### config.mk
export PLATFORM = sky130hd
export DESIGN_NAME = sdram_init_seq
export DESIGN_NICKNAME = d
export VERILOG_FILES = /design/src/rtl/sdram_init_pkg.sv /design/src/rtl/sdram_init_timer.sv /design/src/rtl/sdram_mode_word.sv /design/src/rtl/sdram_init_fsm.sv /design/src/rtl/sdram_init_seq.sv
export SDC_FILE = /design/constraint.sdc
export NUM_CORES = 1
export LEC_CHECK = 0
export CAP_MARGIN = 30
export CORE_ASPECT_RATIO = 1.2
export CORE_MARGIN = 2
export CORE_UTILIZATION = 48
export CTS_CLUSTER_SIZE = 12
export DETAILED_ROUTE_END_ITERATION = 10
export PLACE_DENSITY = 0.8
export SLEW_MARGIN = 15
export SYNTH_ARGS = -nofsm -noshare
export SYNTH_HDL_FRONTEND = slang
export SYNTH_SLANG_ARGS = --single-unit
### constraint.sdc
create_clock -name clk_i -period 3.1 [get_ports clk_i]
set_input_delay 0.62 -clock clk_i [delete_from_list [all_inputs] [get_ports clk_i]]
set_output_delay 0.62 -clock clk_i [all_outputs]
set_load 0.01 [all_outputs]
### src/rtl/sdram_init_pkg.sv
package sdram_init_pkg;

  typedef enum logic [3:0] {
    CMD_MRS = 4'b0000,
    CMD_REF = 4'b0001,
    CMD_PRE = 4'b0010,
    CMD_NOP = 4'b0111
  } sdram_cmd_e;

  typedef enum logic [2:0] {
    S_PAUSE, S_PRE, S_WAIT_RP, S_REF, S_WAIT_RC, S_MRS, S_WAIT_MRD, S_DONE
  } init_state_e;

  function automatic int unsigned ns_to_cyc(input int unsigned ns, input int unsigned clk_ns);
    return (ns + clk_ns - 1) / clk_ns;
  endfunction

endpackage

### src/rtl/sdram_init_timer.sv
module sdram_init_timer #(
  parameter int unsigned W    = 8,
  parameter int unsigned INIT = 0
) (
  input  logic         clk_i,
  input  logic         rst_ni,
  input  logic         load_i,
  input  logic [W-1:0] load_val_i,
  output logic         zero_o
);
  logic [W-1:0] cnt_q;

  always_ff @(posedge clk_i or negedge rst_ni) begin
    if (!rst_ni)            cnt_q <= W'(INIT);
    else if (load_i)        cnt_q <= load_val_i;
    else if (cnt_q != '0)   cnt_q <= cnt_q - 1'b1;
  end

  assign zero_o = (cnt_q == '0);
endmodule

### src/rtl/sdram_mode_word.sv
module sdram_mode_word #(
  parameter int unsigned ADDR_W = 12
) (
  input  logic [2:0]        burst_len_i,
  input  logic              burst_ilv_i,
  input  logic [2:0]        cas_lat_i,
  input  logic              single_wr_i,
  output logic [ADDR_W-1:0] word_o,
  output logic              valid_o
);
  logic len_ok, lat_ok;

  always_comb begin
    word_o      = '0;
    word_o[2:0] = burst_len_i;
    word_o[3]   = burst_ilv_i;
    word_o[6:4] = cas_lat_i;
    word_o[9]   = single_wr_i;
  end

  // 100..110 are undefined burst lengths
  assign len_ok  = (burst_len_i[2] == 1'b0) || (burst_len_i == 3'b111);
  assign lat_ok  = (cas_lat_i == 3'd2) || (cas_lat_i == 3'd3);
  assign valid_o = len_ok && lat_ok;
endmodule

### src/rtl/sdram_init_fsm.sv
module sdram_init_fsm
  import sdram_init_pkg::*;
#(
  parameter int unsigned TW        = 8,
  parameter int unsigned N_REF     = 8,
  parameter int unsigned RP_CYC    = 1,
  parameter int unsigned RC_CYC    = 4,
  parameter int unsigned MRD_CYC   = 1,
  parameter bit          MRS_FIRST = 1'b0
) (
  input  logic          clk_i,
  input  logic          rst_ni,
  input  logic          cfg_ok_i,
  input  logic          tmr_zero_i,
  output logic          tmr_load_o,
  output logic [TW-1:0] tmr_val_o,
  output sdram_cmd_e    cmd_o,
  output logic          done_o
);
  localparam int unsigned RW     = $clog2(N_REF + 1);
  localparam int unsigned RP_LD  = (RP_CYC  > 1) ? RP_CYC  - 2 : 0;
  localparam int unsigned RC_LD  = (RC_CYC  > 1) ? RC_CYC  - 2 : 0;
  localparam int unsigned MRD_LD = (MRD_CYC > 1) ? MRD_CYC - 2 : 0;

  init_state_e state_q, state_d;
  logic [RW-1:0] ref_q, refs_done;
  init_state_e after_rp, after_rc, after_mrd;

  always_comb begin
    refs_done = ref_q + RW'(state_q == S_REF);
    after_rp  = MRS_FIRST ? S_MRS : S_REF;
    after_rc  = (refs_done == RW'(N_REF)) ? (MRS_FIRST ? S_DONE : S_MRS) : S_REF;
    after_mrd = MRS_FIRST ? S_REF : S_DONE;
  end

  always_comb begin
    state_d    = state_q;
    tmr_load_o = 1'b0;
    tmr_val_o  = '0;
    cmd_o      = CMD_NOP;
    unique case (state_q)
      S_PAUSE: if (tmr_zero_i && cfg_ok_i) state_d = S_PRE;
      S_PRE: begin
        cmd_o = CMD_PRE;
        if (RP_CYC <= 1) state_d = after_rp;
        else begin state_d = S_WAIT_RP; tmr_load_o = 1'b1; tmr_val_o = TW'(RP_LD); end
      end
      S_WAIT_RP: if (tmr_zero_i) state_d = after_rp;
      S_REF: begin
        cmd_o = CMD_REF;
        if (RC_CYC <= 1) state_d = after_rc;
        else begin state_d = S_WAIT_RC; tmr_load_o = 1'b1; tmr_val_o = TW'(RC_LD); end
      end
      S_WAIT_RC: if (tmr_zero_i) state_d = after_rc;
      S_MRS: begin
        cmd_o = CMD_MRS;
        if (MRD_CYC <= 1) state_d = after_mrd;
        else begin state_d = S_WAIT_MRD; tmr_load_o = 1'b1; tmr_val_o = TW'(MRD_LD); end
      end
      S_WAIT_MRD: if (tmr_zero_i) state_d = after_mrd;
      default: state_d = S_DONE;
    endcase
  end

  always_ff @(posedge clk_i or negedge rst_ni) begin
    if (!rst_ni) begin
      state_q <= S_PAUSE;
      ref_q   <= '0;
    end else begin
      state_q <= state_d;
      if (state_q == S_REF) ref_q <= ref_q + 1'b1;
    end
  end

  assign done_o = (state_q == S_DONE);
endmodule

### src/rtl/sdram_init_seq.sv
module sdram_init_seq
  import sdram_init_pkg::*;
#(
  parameter int unsigned CLK_NS    = 20,
  parameter int unsigned PAUSE_NS  = 200000,
  parameter int unsigned T_RP_NS   = 20,
  parameter int unsigned T_RC_NS   = 68,
  parameter int unsigned T_MRD_NS  = 16,
  parameter int unsigned N_REF     = 8,
  parameter bit          MRS_FIRST = 1'b0,
  parameter int unsigned ADDR_W    = 12,
  parameter int unsigned BA_W      = 2,
  parameter int unsigned DQM_W     = 8
) (
  input  logic              clk_i,
  input  logic              rst_ni,
  input  logic [2:0]        burst_len_i,
  input  logic              burst_ilv_i,
  input  logic [2:0]        cas_lat_i,
  input  logic              single_wr_i,
  output logic              cke_o,
  output logic              cs_no,
  output logic              ras_no,
  output logic              cas_no,
  output logic              we_no,
  output logic [DQM_W-1:0]  dqm_o,
  output logic [ADDR_W-1:0] addr_o,
  output logic [BA_W-1:0]   ba_o,
  output logic              init_done_o,
  output logic              cfg_err_o
);
  localparam int unsigned PAUSE_CYC = ns_to_cyc(PAUSE_NS, CLK_NS);
  localparam int unsigned RP_CYC    = ns_to_cyc(T_RP_NS, CLK_NS);
  localparam int unsigned RC_CYC    = ns_to_cyc(T_RC_NS, CLK_NS);
  localparam int unsigned MRD_CYC   = ns_to_cyc(T_MRD_NS, CLK_NS);
  localparam int unsigned GAP_MAX   = (RC_CYC > RP_CYC) ? ((RC_CYC > MRD_CYC) ? RC_CYC : MRD_CYC)
                                                        : ((RP_CYC > MRD_CYC) ? RP_CYC : MRD_CYC);
  localparam int unsigned T_MAX     = (PAUSE_CYC > GAP_MAX) ? PAUSE_CYC : GAP_MAX;
  localparam int unsigned TW        = $clog2(T_MAX + 1);

  logic              cfg_ok, tmr_zero, tmr_load;
  logic [TW-1:0]     tmr_val;
  logic [ADDR_W-1:0] mode_word;
  sdram_cmd_e        cmd;

  sdram_mode_word #(.ADDR_W(ADDR_W)) u_word (
    .burst_len_i (burst_len_i),
    .burst_ilv_i (burst_ilv_i),
    .cas_lat_i   (cas_lat_i),
    .single_wr_i (single_wr_i),
    .word_o      (mode_word),
    .valid_o     (cfg_ok)
  );

  sdram_init_timer #(.W(TW), .INIT(PAUSE_CYC - 1)) u_tmr (
    .clk_i      (clk_i),
    .rst_ni     (rst_ni),
    .load_i     (tmr_load),
    .load_val_i (tmr_val),
    .zero_o     (tmr_zero)
  );

  sdram_init_fsm #(
    .TW(TW), .N_REF(N_REF), .RP_CYC(RP_CYC), .RC_CYC(RC_CYC),
    .MRD_CYC(MRD_CYC), .MRS_FIRST(MRS_FIRST)
  ) u_fsm (
    .clk_i      (clk_i),
    .rst_ni     (rst_ni),
    .cfg_ok_i   (cfg_ok),
    .tmr_zero_i (tmr_zero),
    .tmr_load_o (tmr_load),
    .tmr_val_o  (tmr_val),
    .cmd_o      (cmd),
    .done_o     (init_done_o)
  );

  always_comb begin
    addr_o = '0;
    if (cmd == CMD_MRS)      addr_o = mode_word;
    else if (cmd == CMD_PRE) addr_o[10] = 1'b1;  // all banks
  end

  assign {cs_no, ras_no, cas_no, we_no} = cmd;
  assign ba_o      = '0;
  assign cke_o     = 1'b1;
  assign dqm_o     = '1;
  assign cfg_err_o = !cfg_ok && !init_done_o;
endmodule

Word level (Yosys, flattened, before mapping)
Index checks and enable logic that the tools add are counted.
{"block": "word_totals", "reg_bits": 21, "inputBits": 10, "output_inout_bits": 29, "elab_cells": 50}
{"block": "op_classes", "add_sub_neg": 3, "eq_ne": 16, "mux": 14, "bitwise_logic": 1, "reduce_logical": 13}
{"cell": "two-way mux 14 bit", "count": 2}
{"cell": "one-hot mux 3 bit (6 select lines)", "count": 1}
{"cell": "== test 3 bit, second input constant", "count": 5}
{"cell": "two-way mux 3 bit", "count": 5}
{"cell": "logical NOT 14 bit", "count": 1}
{"cell": "nonzero test 14 bit", "count": 1}
{"cell": "subtractor 14 x 1 -> 14 bit, second input constant", "count": 1}
{"cell": "== test 3 x 2 -> 1 bit, second input constant", "count": 4}
{"cell": "two-way mux 10 bit", "count": 1}
{"cell": "one-hot mux 3 bit (3 select lines)", "count": 1}
{"cell": "inequality test 2 x 1 -> 1 bit, second input constant", "count": 4}
{"cell": "adder 4 x 1 -> 4 bit", "count": 1}
{"cell": "adder 4 x 1 -> 4 bit, second input constant", "count": 1}
{"cell": "== test 4 x 2 -> 1 bit, second input constant", "count": 1}
{"cell": "== test 4 bit, second input constant", "count": 1}
{"cell": "logical NOT 4 bit", "count": 1}
{"cell": "AND reduction 4 bit", "count": 1}
{"cell": "== test 3 x 1 -> 1 bit, second input constant", "count": 1}
{"cell": "logical AND 1 bit", "count": 3}
{"cell": "logical NOT 3 bit", "count": 1}
{"cell": "two-way mux 1 bit", "count": 3}
{"cell": "logical NOT 1 bit", "count": 2}
{"cell": "logical OR 1 bit", "count": 2}
{"cell": "two-way mux 2 bit", "count": 1}
{"cell": "other kinds (2)", "count": 2}

Depth between registers and ports, before layout
Gate-level depths: netlist of run 1.
{"block": "logic_depth", "ltp_word": 6, "ltp_mapped": 9, "depth_no_buf": 8}

By module
From an unflattened synthesis of run 1, not the netlist that was laid out.
{"block": "hier_totals", "cells_unflattened": 180, "hier_area_um2": 1695.4}
{"mod": "sdram_init_timer", "instances": 1, "cells_each": 77, "area_each_um2": 835.8, "seq_area_each_um2": 360.3}
{"mod": "sdram_init_fsm", "instances": 1, "cells_each": 58, "area_each_um2": 554.3, "seq_area_each_um2": 175.2}
{"mod": "sdram_init_seq", "instances": 1, "cells_each": 29, "area_each_um2": 192.7, "seq_area_each_um2": 0.0}
{"mod": "sdram_mode_word", "instances": 1, "cells_each": 16, "area_each_um2": 112.6, "seq_area_each_um2": 0.0}

Worst setup path before layout of run 1
No wires, ideal clock.
{"block": "synth_timing", "kind": "reg-to-reg", "start": "register u_fsm.state_q[2]", "end": "register u_fsm.state_q[2]", "setup_time_ns": 0.080, "arrival_ns": 2.173, "required_ns": 3.020, "slack_ns": 0.847, "stages_incl_launch_ff": 8, "path_buffers": 1, "period_less_slack_ns": 2.253, "path_cell_list": "dfrtp_1 > nand3b_1 > inv_2 > buf_1 > ha_1 > ha_1 > o41ai_1 > a2bb2oi_1"}
{"block": "synth_between", "elab_chain_len": 6, "word_cells_on_any_way": 16, "classes_between": "1 x add/sub; 10 x eq/ne; 3 x mux; 2 x reduce/logical"}
{"item": "start, declared", "line_no": "sdram_init_fsm.sv:25", "rtl": "init_state_e state_q, state_d;"}
{"item": "start signal, assigned", "line_no": "sdram_init_fsm.sv:70", "rtl": "state_q <= state_d;"}
{"item": "== test 3 x 2 -> 1 bit", "line_no": "sdram_init_fsm.sv:30, sdram_init_fsm.sv:41"}
{"item": "adder 4 x 1 -> 4 bit", "line_no": "sdram_init_fsm.sv:30", "rtl": "refs_done = ref_q + RW'(state_q == S_REF);"}
{"item": "== test 4 bit", "line_no": "sdram_init_fsm.sv:32", "rtl": "after_rc = (refs_done == RW'(N_REF)) ? (MRS_FIRST ? S_DONE : S_MRS) : S_REF;"}
{"item": "two-way mux 3 bit", "line_no": "sdram_init_fsm.sv:32"}
{"item": "two-way mux 3 bit", "line_no": "sdram_init_fsm.sv:54", "rtl": "S_WAIT_RC: if (tmr_zero_i) state_d = after_rc;"}
{"item": "one-hot mux 3 bit (6 select lines)", "line_no": "sdram_init_fsm.sv:41", "rtl": "unique case (state_q)"}
Several ways; a longest one is shown, not always the timed one. The select of a mux whose other input is x is not followed.
A chain may end at the register's enable or synchronous reset.

Final worst setup path of run 1
{"block": "layout_timing", "start": "register u_fsm.state_q[2]", "end": "output cas_no"}
{"block": "layout_between", "elab_chain_len": 2, "word_cells_on_any_way": 4, "classes_between": "3 x eq/ne; 1 x mux"}
{"item": "== test 3 bit (tied with other cells)", "line_no": "sdram_init_fsm.sv:41"}
{"item": "one-hot mux 3 bit (3 select lines) (*)", "line_no": "sdram_init_fsm.sv:41"}
{"item": "end, declared", "line_no": "sdram_init_seq.sv:24", "rtl": "output logic cas_no,"}
Mark *: on every way between the ends. The rest lies on a longest branch, timed or not.

==> summary.txt, run 1 <==
Yosys
  • Largest family of logic cells by synthesized area: simple AND/OR/NAND/NOR gates
  • Synth cell types: 44
  • Post-Synthesis Cells: 157
  • Main flop type after synthesis: dfrtp_1
  • Post-Synth Simple-Gate Area: 0.275
  • Synth Cell Area: 1400 um2
  • Mux cell area share after synthesis: 0.0107
  • Synth async-reset ratio: 1.00
  • Mean Syn Cell Area: 8.93 um2
  • Yosys synthesis warning count: 0
  • Seq cells post-synth: 21
  • Number of enable flip-flop cells after synthesis: 0
  • Adder-Cell Fraction of Synth Area: 0.0446
  • Seq/Total Area, Yosys: 0.382
  • Synth Area in Compound Gates: 0.134
  • Post-Synth XOR/XNOR Area: 0.0375

Worst hold path
  • Hold Path Stages: 1
  • Worst hold-check path type: reg2reg

Clocking
  • CTS tree: yes
  • Htree depth: 1
  • Setup bufs post-CTS: 0
  • Cts repair resizes: 0
  • Clk sinks: 21
  • Clk buf depth: 2
  • Hold buffer count at CTS: 0
  • Number of buffers created by CTS: 3
  • Clock-pin slew on the worst setup and hold paths: 0.12 ns
  • Clk_lat worst skew: 0.30 ns
  • Root Driver: clkbuf_4

Finish
  • Area Growth Syn to Fin: 16.2%
  • Final nets: 196
  • Share of cells above drive strength 1: 0.106
  • Commonest non-fill, non-tap cell in the layout: clkdlybuf4s50_1
  • ANT cells: 0
  • Fillers: 266
  • Most frequent cells in the layout: clkdlybuf4s50_1 (23), nand2_1 (21), conb_1 (15)

Setup path
  • Reg2reg start: u_fsm.state_q[2]$_DFFE_PN0P_
  • Crit-path leading delay family: buffers and inverters
  • WS Path Type: reg2out
  • Crit. End Element: primary output
  • Worst setup SP type: register
  • CP Cell Sequence: nand3b_1 -> inv_2 -> nor2_1 -> clkdlybuf4s50_1
  • Crit path max-delay cell type: clkdlybuf4s50_1
  • Reg2reg setup slack: 0.55 ns
  • CP endpoint: cas_no
  • Worst Setup SP: u_fsm.state_q[2]$_DFFE_PN0P_
  • CP max stage delay: 0.49 ns
  • Critical path fanouts, max: 18
  • Crit path required time: 2.48 ns
  • Sum of buffers and inverters on the critical path: 2
  • Crit path depth: 4
  • R2R Path End: u_fsm.state_q[2]$_DFFE_PN0P_
  • Worst Path Arrival: 2.06 ns
  • FF-to-FF path depth: 6

Floorplanning
  • Initial core utilization: 0.503
  • Row count: 21
  • Die X: 53.3 um
  • Core area: 2790 um2
  • Die Span Y: 63.2 um
  • Die Area: 3370 um2
  • IO Count: 39

Drt
  • Initial DRC count: 19
  • Drt via density: 5.40
  • DR DRC count: 0
  • DR vias: 1155
  • Post-Route WL: 2.78 mm
  • 1st-pass router iterations: 4
  • Routed Antenna Nets: 0
  • WL per Instance: 13.0 um

STA
  • RSZ-0062 raised after global routing: false
  • Final-report hold violation count: 0
  • Endpoints failing setup: 0
  • Worst slew pin tran: 0.617 ns
  • Worst rel slew slack: 0.586
  • Hold WS: 0.493 ns
  • Post-route setup TNS: 0 ns
  • Min cycle time layout: 2.68 ns
  • Final period utilization: 0.866
  • Final WS setup: 0.415 ns
  • Slew Limit Fails: 0
  • Fmax: 372 MHz
  • Setup Skew: 0.00328 ns

Place
  • Port bufs: 23
  • Pre-CTS WS: 0.559 ns
  • Detailed placement HPWL: 2.13 mm
  • RePlAce Congestion: 0.790

Job
  • # Max-Cap Violations: 0

Global route
  • Gr usage total: 0.191
  • Largest net degree at the start of global routing: 22
  • Antenna violations before repair: 0
  • Total grt overflow: 0
  • Vias in the first global route: 1182
  • Global-route wire length before repair: 4.94 mm

Outcome
  • Status: finished, final reports clean

Power and ir drop
  • Max VDD drop: 0.179 mV
  • Leak Pwr: 0.758 nW
  • Overall power: 0.435 mW
  • Power Dens Cells: 267 nW/um2
==> layer usage <==
| metal | wire [um] | part of all wire | track usage | up-vias |
|---|---|---|---|---|
| li1 | - | - | - | 564 |
| met1 | 1200 | 0.43 | 0.249 | 554 |
| met2 | 1410 | 0.51 | 0.312 | 35 |
| met3 | 140 | 0.050 | 0.0308 | 2 |
| met4 | 27 | 0.0097 | 0.0673 | 0 |
| met5 | 0 | 0 | 0 | - |
==> report_power, final <==
part           leakage (nW)  internal, mW  switching [mW]
Combinational         0.500        0.0118          0.0162
Sequential            0.243         0.274               0
Clock                0.0150        0.0501          0.0820
==> cell families (layout without fill, tap and decap cells) <==
kind of cell    after synthesis  in the layout
xor+xnor                      6              6
simple gates                 71             71
compound gates               27             27
fa+ha+maj                     5              5
mux                           1              1
buf+inv                      24             34
flops                        21             21
other cells                   2             15
==> stage by stage <==
stage | utilization | std cells | area (um2)
floorplan | - | 170 | 1450
global placement | 0.571 | 209 | 1590
detailed placement | 0.571 | 209 | 1590
CTS | 0.580 | 213 | 1620
global route | 0.584 | 214 | 1630
finish | 0.584 | 214 | 1630
==> registers in the layout, indices dropped and copies added, names as in the netlist <==
name           cells
u_fsm.ref_q        4
u_fsm.state_q      3
u_tmr.cnt_q       14
==> cell type report <==
class,instances,area (um2),area share
timing repair buffer,24,241,0.148
inverter,6,22.5,0.0138
tap,34,42.5,0.0261
clock buffer,4,26.3,0.0161
sequential,21,536,0.329
multi-input combinational,125,759,0.467
==> worst min-delay path by stage <==
| stage | start | end | slack (ns) |
|---|---|---|---|
| after CTS | u_tmr.cnt_q[12]$_DFFE_PN0P_ | u_tmr.cnt_q[13]$_DFFE_PN1P_ | 0.49 |
| after global placement | u_tmr.cnt_q[12]$_DFFE_PN0P_ | u_tmr.cnt_q[13]$_DFFE_PN1P_ | 0.46 |
| after global routing | u_tmr.cnt_q[12]$_DFFE_PN0P_ | u_tmr.cnt_q[13]$_DFFE_PN1P_ | 0.51 |
| final | u_tmr.cnt_q[12]$_DFFE_PN0P_ | u_tmr.cnt_q[13]$_DFFE_PN1P_ | 0.49 |
| after floorplan | rst_ni | u_fsm.ref_q[0]$_DFFE_PN0N_ | 0.32 |
| after detailed placement | u_tmr.cnt_q[12]$_DFFE_PN0P_ | u_tmr.cnt_q[13]$_DFFE_PN1P_ | 0.47 |
==> cells in the mapped netlist (2+ instances only) <==
master / instances / area share
nand2_1: 21 / 0.056
buf_4: 15 / 0.080
nor2_1: 14 / 0.037
dfrtp_1: 13 / 0.23
a21oi_1: 11 / 0.039
and2_1: 9 / 0.040
dfstp_2: 8 / 0.15
or3_1: 6 / 0.027
ha_1: 5 / 0.045
o41ai_1: 5 / 0.031
inv_1: 4 / 0.011
xnor2_1: 4 / 0.025
nand2b_1: 3 / 0.013
conb_1: 2 / 0.0054
nand3_1: 2 / 0.0071
nand3b_1: 2 / 0.011
nor3_1: 2 / 0.0071
o31ai_1: 2 / 0.011
or2_1: 2 / 0.0089
or4_1: 2 / 0.011
xor2_1: 2 / 0.013
Power figures use the tool's default switching activity.
==> inputs of run 2 (changes only) <==
--- a/config.mk
+++ b/config.mk
@@ -5,10 +5,12 @@
 export SDC_FILE = /design/constraint.sdc
 export NUM_CORES = 1
 export LEC_CHECK = 0
+export ABC_CLOCK_PERIOD_IN_PS = 3100
 export CAP_MARGIN = 30
 export CORE_ASPECT_RATIO = 1.2
 export CORE_MARGIN = 2
 export CORE_UTILIZATION = 48
+export CTS_BUF_LIST = sky130_fd_sc_hd__clkbuf_4 sky130_fd_sc_hd__clkbuf_8 sky130_fd_sc_hd__clkbuf_16
 export CTS_CLUSTER_SIZE = 12
 export DETAILED_ROUTE_END_ITERATION = 10
 export PLACE_DENSITY = 0.8
==> run 2 against run 1 <==
  * First-iteration DRC count up 5.3%
  * Setup slack about the same
  * Power up 2.1%
  * Cell count unchanged
  * Hold slack about the same
  * Clock power up 7%
  * Combinational power about the same
  * Critical path depth unchanged
  * Non-clock buffer count unchanged
  * Highest routed layer unchanged
==> summary.txt, run 2 (synthesized netlist as in run 1, its figures left out) <==
Finish
  • Share of cells above drive strength 1: 0.111
  • Top Registers: u_tmr.cnt_q: 14 flops, u_fsm.ref_q: 4 flops, u_fsm.state_q: 3 flops
  • Commonest non-fill, non-tap cell in the layout: clkdlybuf4s50_1
  • Final nets: 196
  • ANT cells: 0
  • Area Growth Syn to Fin: 16.4%
  • Max reg flops: 14
  • Most frequent cells in the layout: clkdlybuf4s50_1 (23), nand2_1 (21), conb_1 (15)
  • Fin area: 1630 um2
  • Fillers: 265
  • Biggest register: u_tmr.cnt_q

Worst hold path
  • Worst hold-check path type: reg2reg

STA
  • Worst slew pin tran: 0.617 ns
  • Fmax: 372 MHz
  • Endpoints failing setup: 0
  • Setup Skew: 0.00358 ns
  • Min cycle time layout: 2.68 ns
  • RSZ-0062 raised after global routing: false
  • Final-report hold violation count: 0
  • Slew Limit Fails: 0
  • Post-route setup TNS: 0 ns
  • Worst rel slew slack: 0.586
  • Final period utilization: 0.866

Clocking
  • Clk buf depth: 2
  • Htree depth: 1
  • Clk_lat worst skew: 0.30 ns
  • CTS tree: yes
  • Clock-pin slew on the worst setup and hold paths: 0.12 ns
  • Setup bufs post-CTS: 0
  • Hold buffer count at CTS: 0
  • Cts repair resizes: 0
  • Clk sinks: 21
  • Number of buffers created by CTS: 3
  • Root Driver: clkbuf_4

Global route
  • Global-route wire length before repair: 4.94 mm
  • Largest net degree at the start of global routing: 22
  • Total grt overflow: 0
  • Gr usage total: 0.191
  • Antenna violations before repair: 0
  • Vias in the first global route: 1182

Floorplanning
  • IO Count: 39
  • Row count: 21
  • Core area: 2790 um2
  • Die Area: 3370 um2
  • Die X: 53.3 um
  • Initial core utilization: 0.503
  • Die Span Y: 63.2 um

Drt
  • Initial DRC count: 20
  • Drt via density: 5.39
  • DR vias: 1154
  • Routed Antenna Nets: 0
  • WL per Instance: 13.0 um
  • Post-Route WL: 2.78 mm
  • 1st-pass router iterations: 4
  • DR DRC count: 0

Place
  • Detailed placement HPWL: 2.13 mm
  • Post-placement cell area: 1590 um2
  • RePlAce Congestion: 0.790
  • Port bufs: 23

Setup path
  • Crit. End Element: primary output
  • Worst Path Arrival: 2.06 ns
  • Critical path fanouts, max: 18
  • Crit path required time: 2.48 ns
  • Worst setup SP type: register
  • WS Path Type: reg2out

Power and ir drop
  • Overall power: 0.443 mW
  • Max VDD drop: 0.181 mV
  • Leak Pwr: 0.761 nW
  • Power Dens Cells: 272 nW/um2

Job
  • # Max-Cap Violations: 0

Outcome
  • Status: finished, final reports clean
## run 2: changes by cell type in the layout (fill, tap and decap cells not counted)
| cell | before | now |
|---|---|---|
| clkbuf_4 | 3 | 4 |
| clkbuf_1 | 1 | 0 |
## run 2: path summary, 6_finish.rpt
path / from / to / slack [ns] / depth (start not counted)
max: u_fsm.state_q[2]$_DFFE_PN0P_ / cas_no / 0.42 / 4
min reg2reg: u_tmr.cnt_q[12]$_DFFE_PN0P_ / u_tmr.cnt_q[13]$_DFFE_PN1P_ / 0.49 / 1
min in group asynchronous: rst_ni / u_tmr.cnt_q[7]$_DFFE_PN0P_ / 0.60 / 1
min: u_tmr.cnt_q[12]$_DFFE_PN0P_ / u_tmr.cnt_q[13]$_DFFE_PN1P_ / 0.49 / 1
max reg2reg: u_fsm.state_q[2]$_DFFE_PN0P_ / u_fsm.state_q[2]$_DFFE_PN0P_ / 0.55 / 6
max in group asynchronous: rst_ni / u_tmr.cnt_q[9]$_DFFE_PN1P_ / 1.96 / 2
## run 2: through the flow
stage,hold WS [ns],setup slack (ns),util,cells
6_report,0.494,0.415,0.586,214
5_1_grt,0.514,0.295,0.586,214
4_1_cts,0.491,0.412,0.582,213
3_5_place_dp,0.474,0.559,0.571,209
3_3_place_gp,0.462,0.634,0.571,209
2_1_floorplan,0.324,0.847,-,170
## run 2: final cells by class
type / instances / area, um2 / share of cell area
sequential: 21 / 536 / 0.328
inverter: 6 / 22.5 / 0.0138
multi-input combinational: 125 / 759 / 0.465
tap: 34 / 42.5 / 0.0261
timing repair buffer: 24 / 241 / 0.148
clock buffer: 4 / 30.0 / 0.0184
## run 2: metal layers
metal / wire length, um / vias to the layer above / GRT usage
met1: 1210 / 555 / 0.249
met4: 27 / 0 / 0.0673
met3: 135 / 2 / 0.0308
met2: 1410 / 33 / 0.312
met5: 0 / - / 0
li1: - / 564 / -
## run 2: worst max-delay path: stages, from the launching register on
cell and delay (ns):
dfrtp_1 0.44, nand3b_1 0.38, inv_2 0.36, nor2_1 0.09
clkdlybuf4s50_1 0.49
## run 2: power breakdown
| part | switching, mW | internal (mW) |
|---|---|---|
| Clock | 0.0822 | 0.0588 |
| Combinational | 0.0162 | 0.0118 |
| Sequential | 0 | 0.274 |
==> inputs of run 3 (changes only) <==
--- a/config.mk
+++ b/config.mk
@@ -13,7 +13,7 @@
 export CTS_BUF_LIST = sky130_fd_sc_hd__clkbuf_4 sky130_fd_sc_hd__clkbuf_8 sky130_fd_sc_hd__clkbuf_16
 export CTS_CLUSTER_SIZE = 12
 export DETAILED_ROUTE_END_ITERATION = 10
-export PLACE_DENSITY = 0.8
+export PLACE_DENSITY = 0.86
 export SLEW_MARGIN = 15
 export SYNTH_ARGS = -nofsm -noshare
 export SYNTH_HDL_FRONTEND = slang
==> run 3 against run 2 <==
  * Clock power about the same
  * Combinational power rose by 2%
  * Largest cell class unchanged
  * Sequential share of layout area hardly changed
  * Non-clock buffer count unchanged
  * Critical path type unchanged
  * Wire length up 4.9%
  * Largest power group unchanged
  * Cell count unchanged
  * Cell area is essentially flat
  * Die area did not move
  * Power decreased by 0.61%
==> summary.txt, run 3 (synthesized netlist as in run 1, its figures left out) <==
Outcome
  • Status: finished, final reports clean

Global route
  • Vias in the first global route: 1188
  • Largest net degree at the start of global routing: 22
  • Gr usage total: 0.197
  • Total grt overflow: 0
  • Antenna violations before repair: 0
  • Global-route wire length before repair: 4.97 mm

STA
  • Endpoints failing setup: 0
  • Min cycle time layout: 2.71 ns
  • Hold WS: 0.486 ns
  • RSZ-0062 raised after global routing: false
  • Worst slew pin tran: 0.650 ns
  • Final period utilization: 0.874
  • Slew Limit Fails: 0
  • Final-report hold violation count: 0
  • Worst rel slew slack: 0.563
  • Setup Skew: 0.00544 ns
  • Post-route setup TNS: 0 ns
  • Fmax: 369 MHz

Power and ir drop
  • Leak Pwr: 0.762 nW
  • Power Dens Cells: 270 nW/um2
  • Overall power: 0.441 mW
  • Pint: 0.335 mW
  • Combinational Power Share: 0.065
  • Max VDD drop: 0.274 mV
  • Clock power share: 0.313
  • Sw Pwr: 0.106 mW
  • Register share of total power: 0.623
  • Switching portion of total power: 0.240

Worst hold path
  • Worst Hold Launch: u_tmr.cnt_q[12]$_DFFE_PN0P_
  • WHS Endpoint: u_tmr.cnt_q[13]$_DFFE_PN1P_
  • Hold Path Stages: 1
  • Worst hold-check path type: reg2reg

Setup path
  • Reg2reg setup slack: 0.72 ns
  • Worst Path Arrival: 2.09 ns
  • Crit path required time: 2.48 ns
  • Sum of buffers and inverters on the critical path: 2
  • Crit-path leading delay family: buffers and inverters
  • R2R Path End: u_fsm.state_q[2]$_DFFE_PN0P_
  • Critical path fanouts, max: 18
  • Crit. End Element: primary output
  • Worst setup SP type: register
  • CP max stage delay: 0.49 ns
  • CP Cell Sequence: nand3b_1 -> inv_2 -> nor2_1 -> clkdlybuf4s50_1
  • FF-to-FF path depth: 8
  • Crit path max-delay cell type: clkdlybuf4s50_1
  • WS Path Type: reg2out
  • Worst Setup SP: u_fsm.state_q[2]$_DFFE_PN0P_
  • Reg2reg start: u_fsm.state_q[2]$_DFFE_PN0P_

Drt
  • DR vias: 1182
  • Post-Route WL: 2.91 mm
  • Drt via density: 5.52
  • Initial DRC count: 30
  • WL per Instance: 13.6 um
  • DR DRC count: 0
  • 1st-pass router iterations: 4
  • Routed Antenna Nets: 0

Finish
  • ANT cells: 0
  • Commonest non-fill, non-tap cell in the layout: clkdlybuf4s50_1
  • Share of cells above drive strength 1: 0.111
  • Non-filler cells, final: 214
  • Biggest register: u_tmr.cnt_q
  • Max reg flops: 14
  • Area Growth Syn to Fin: 16.5%
  • Fillers: 242
  • Final nets: 196
  • Most frequent cells in the layout: clkdlybuf4s50_1 (23), nand2_1 (21), conb_1 (15)
  • Fin area: 1630 um2
  • Top Registers: u_tmr.cnt_q: 14 flops, u_fsm.ref_q: 4 flops, u_fsm.state_q: 3 flops

Clocking
  • Cts repair resizes: 0
  • Clk sinks: 21
  • Clock-pin slew on the worst setup and hold paths: 0.12 ns
  • Setup bufs post-CTS: 0
  • Clk_lat worst skew: 0.32 ns
  • Clk buf depth: 2
  • Number of buffers created by CTS: 3
  • CTS tree: yes
  • Htree depth: 1
  • Root Driver: clkbuf_4
  • Hold buffer count at CTS: 0

Floorplanning
  • IO Count: 39
  • Die Area: 3370 um2
  • Die X: 53.3 um
  • Core area: 2790 um2
  • Row count: 21
  • Die Span Y: 63.2 um
  • Initial core utilization: 0.503

Place
  • Detailed placement HPWL: 2.14 mm
  • Placed Instances: 209
  • Port bufs: 23
  • Post-placement cell area: 1590 um2
  • RePlAce Congestion: 0.845

Job
  • # Max-Cap Violations: 0
## run 3: cell count changes in the layout (fill, tap and decap cells not counted), sizes merged
cell and change:
clkbuf -1, clkinv +1
## run 3: how the worst max path moves through the flow
| stage | endpoint | depth (start not counted) |
|---|---|---|
| after global routing | cas_no | 4 |
| after global placement | cfg_err_o | 5 |
| after CTS | cas_no | 4 |
| final | cas_no | 4 |
| after detailed placement | cfg_err_o | 5 |
| after floorplan | u_fsm.state_q[2]$_DFFE_PN0P_ | 7 |
## run 3: power by group through the flow
stage               logic, mW  registers (mW)  clock network, mW
floorplan              0.0231           0.279                  0
global placement       0.0258           0.279                  0
detailed placement     0.0264           0.279                  0
CTS                    0.0265           0.275              0.143
global route           0.0323           0.275              0.154
finish                 0.0285           0.274              0.138
## run 3: area by class of cell
| cell class | instances | area (um2) | share of cell area |
|---|---|---|---|
| Timing Repair Buffer | 24 | 245 | 0.150 |
| Clock buffer | 3 | 22.5 | 0.0138 |
| Multi-Input combinational cell | 125 | 759 | 0.465 |
| Inverter | 6 | 22.5 | 0.0138 |
| Sequential cell | 21 | 536 | 0.328 |
| Clock inverter | 1 | 5.00 | 0.00307 |
| Tap cell | 34 | 42.5 | 0.0261 |
## run 3: routing by layer
layer,GRT usage,share of wire,vias up
li1,-,-,565
met4,0.0962,0.019,0
met2,0.333,0.52,40
met5,0,0,-
met1,0.222,0.41,572
met3,0.0474,0.055,5
## run 3: stage by stage
stage,util,setup slack [ns]
after detailed placement,0.571,0.602
after floorplan,-,0.847
after global routing,0.586,0.245
after global placement,0.571,0.626
after CTS,0.581,0.377
final,0.586,0.390
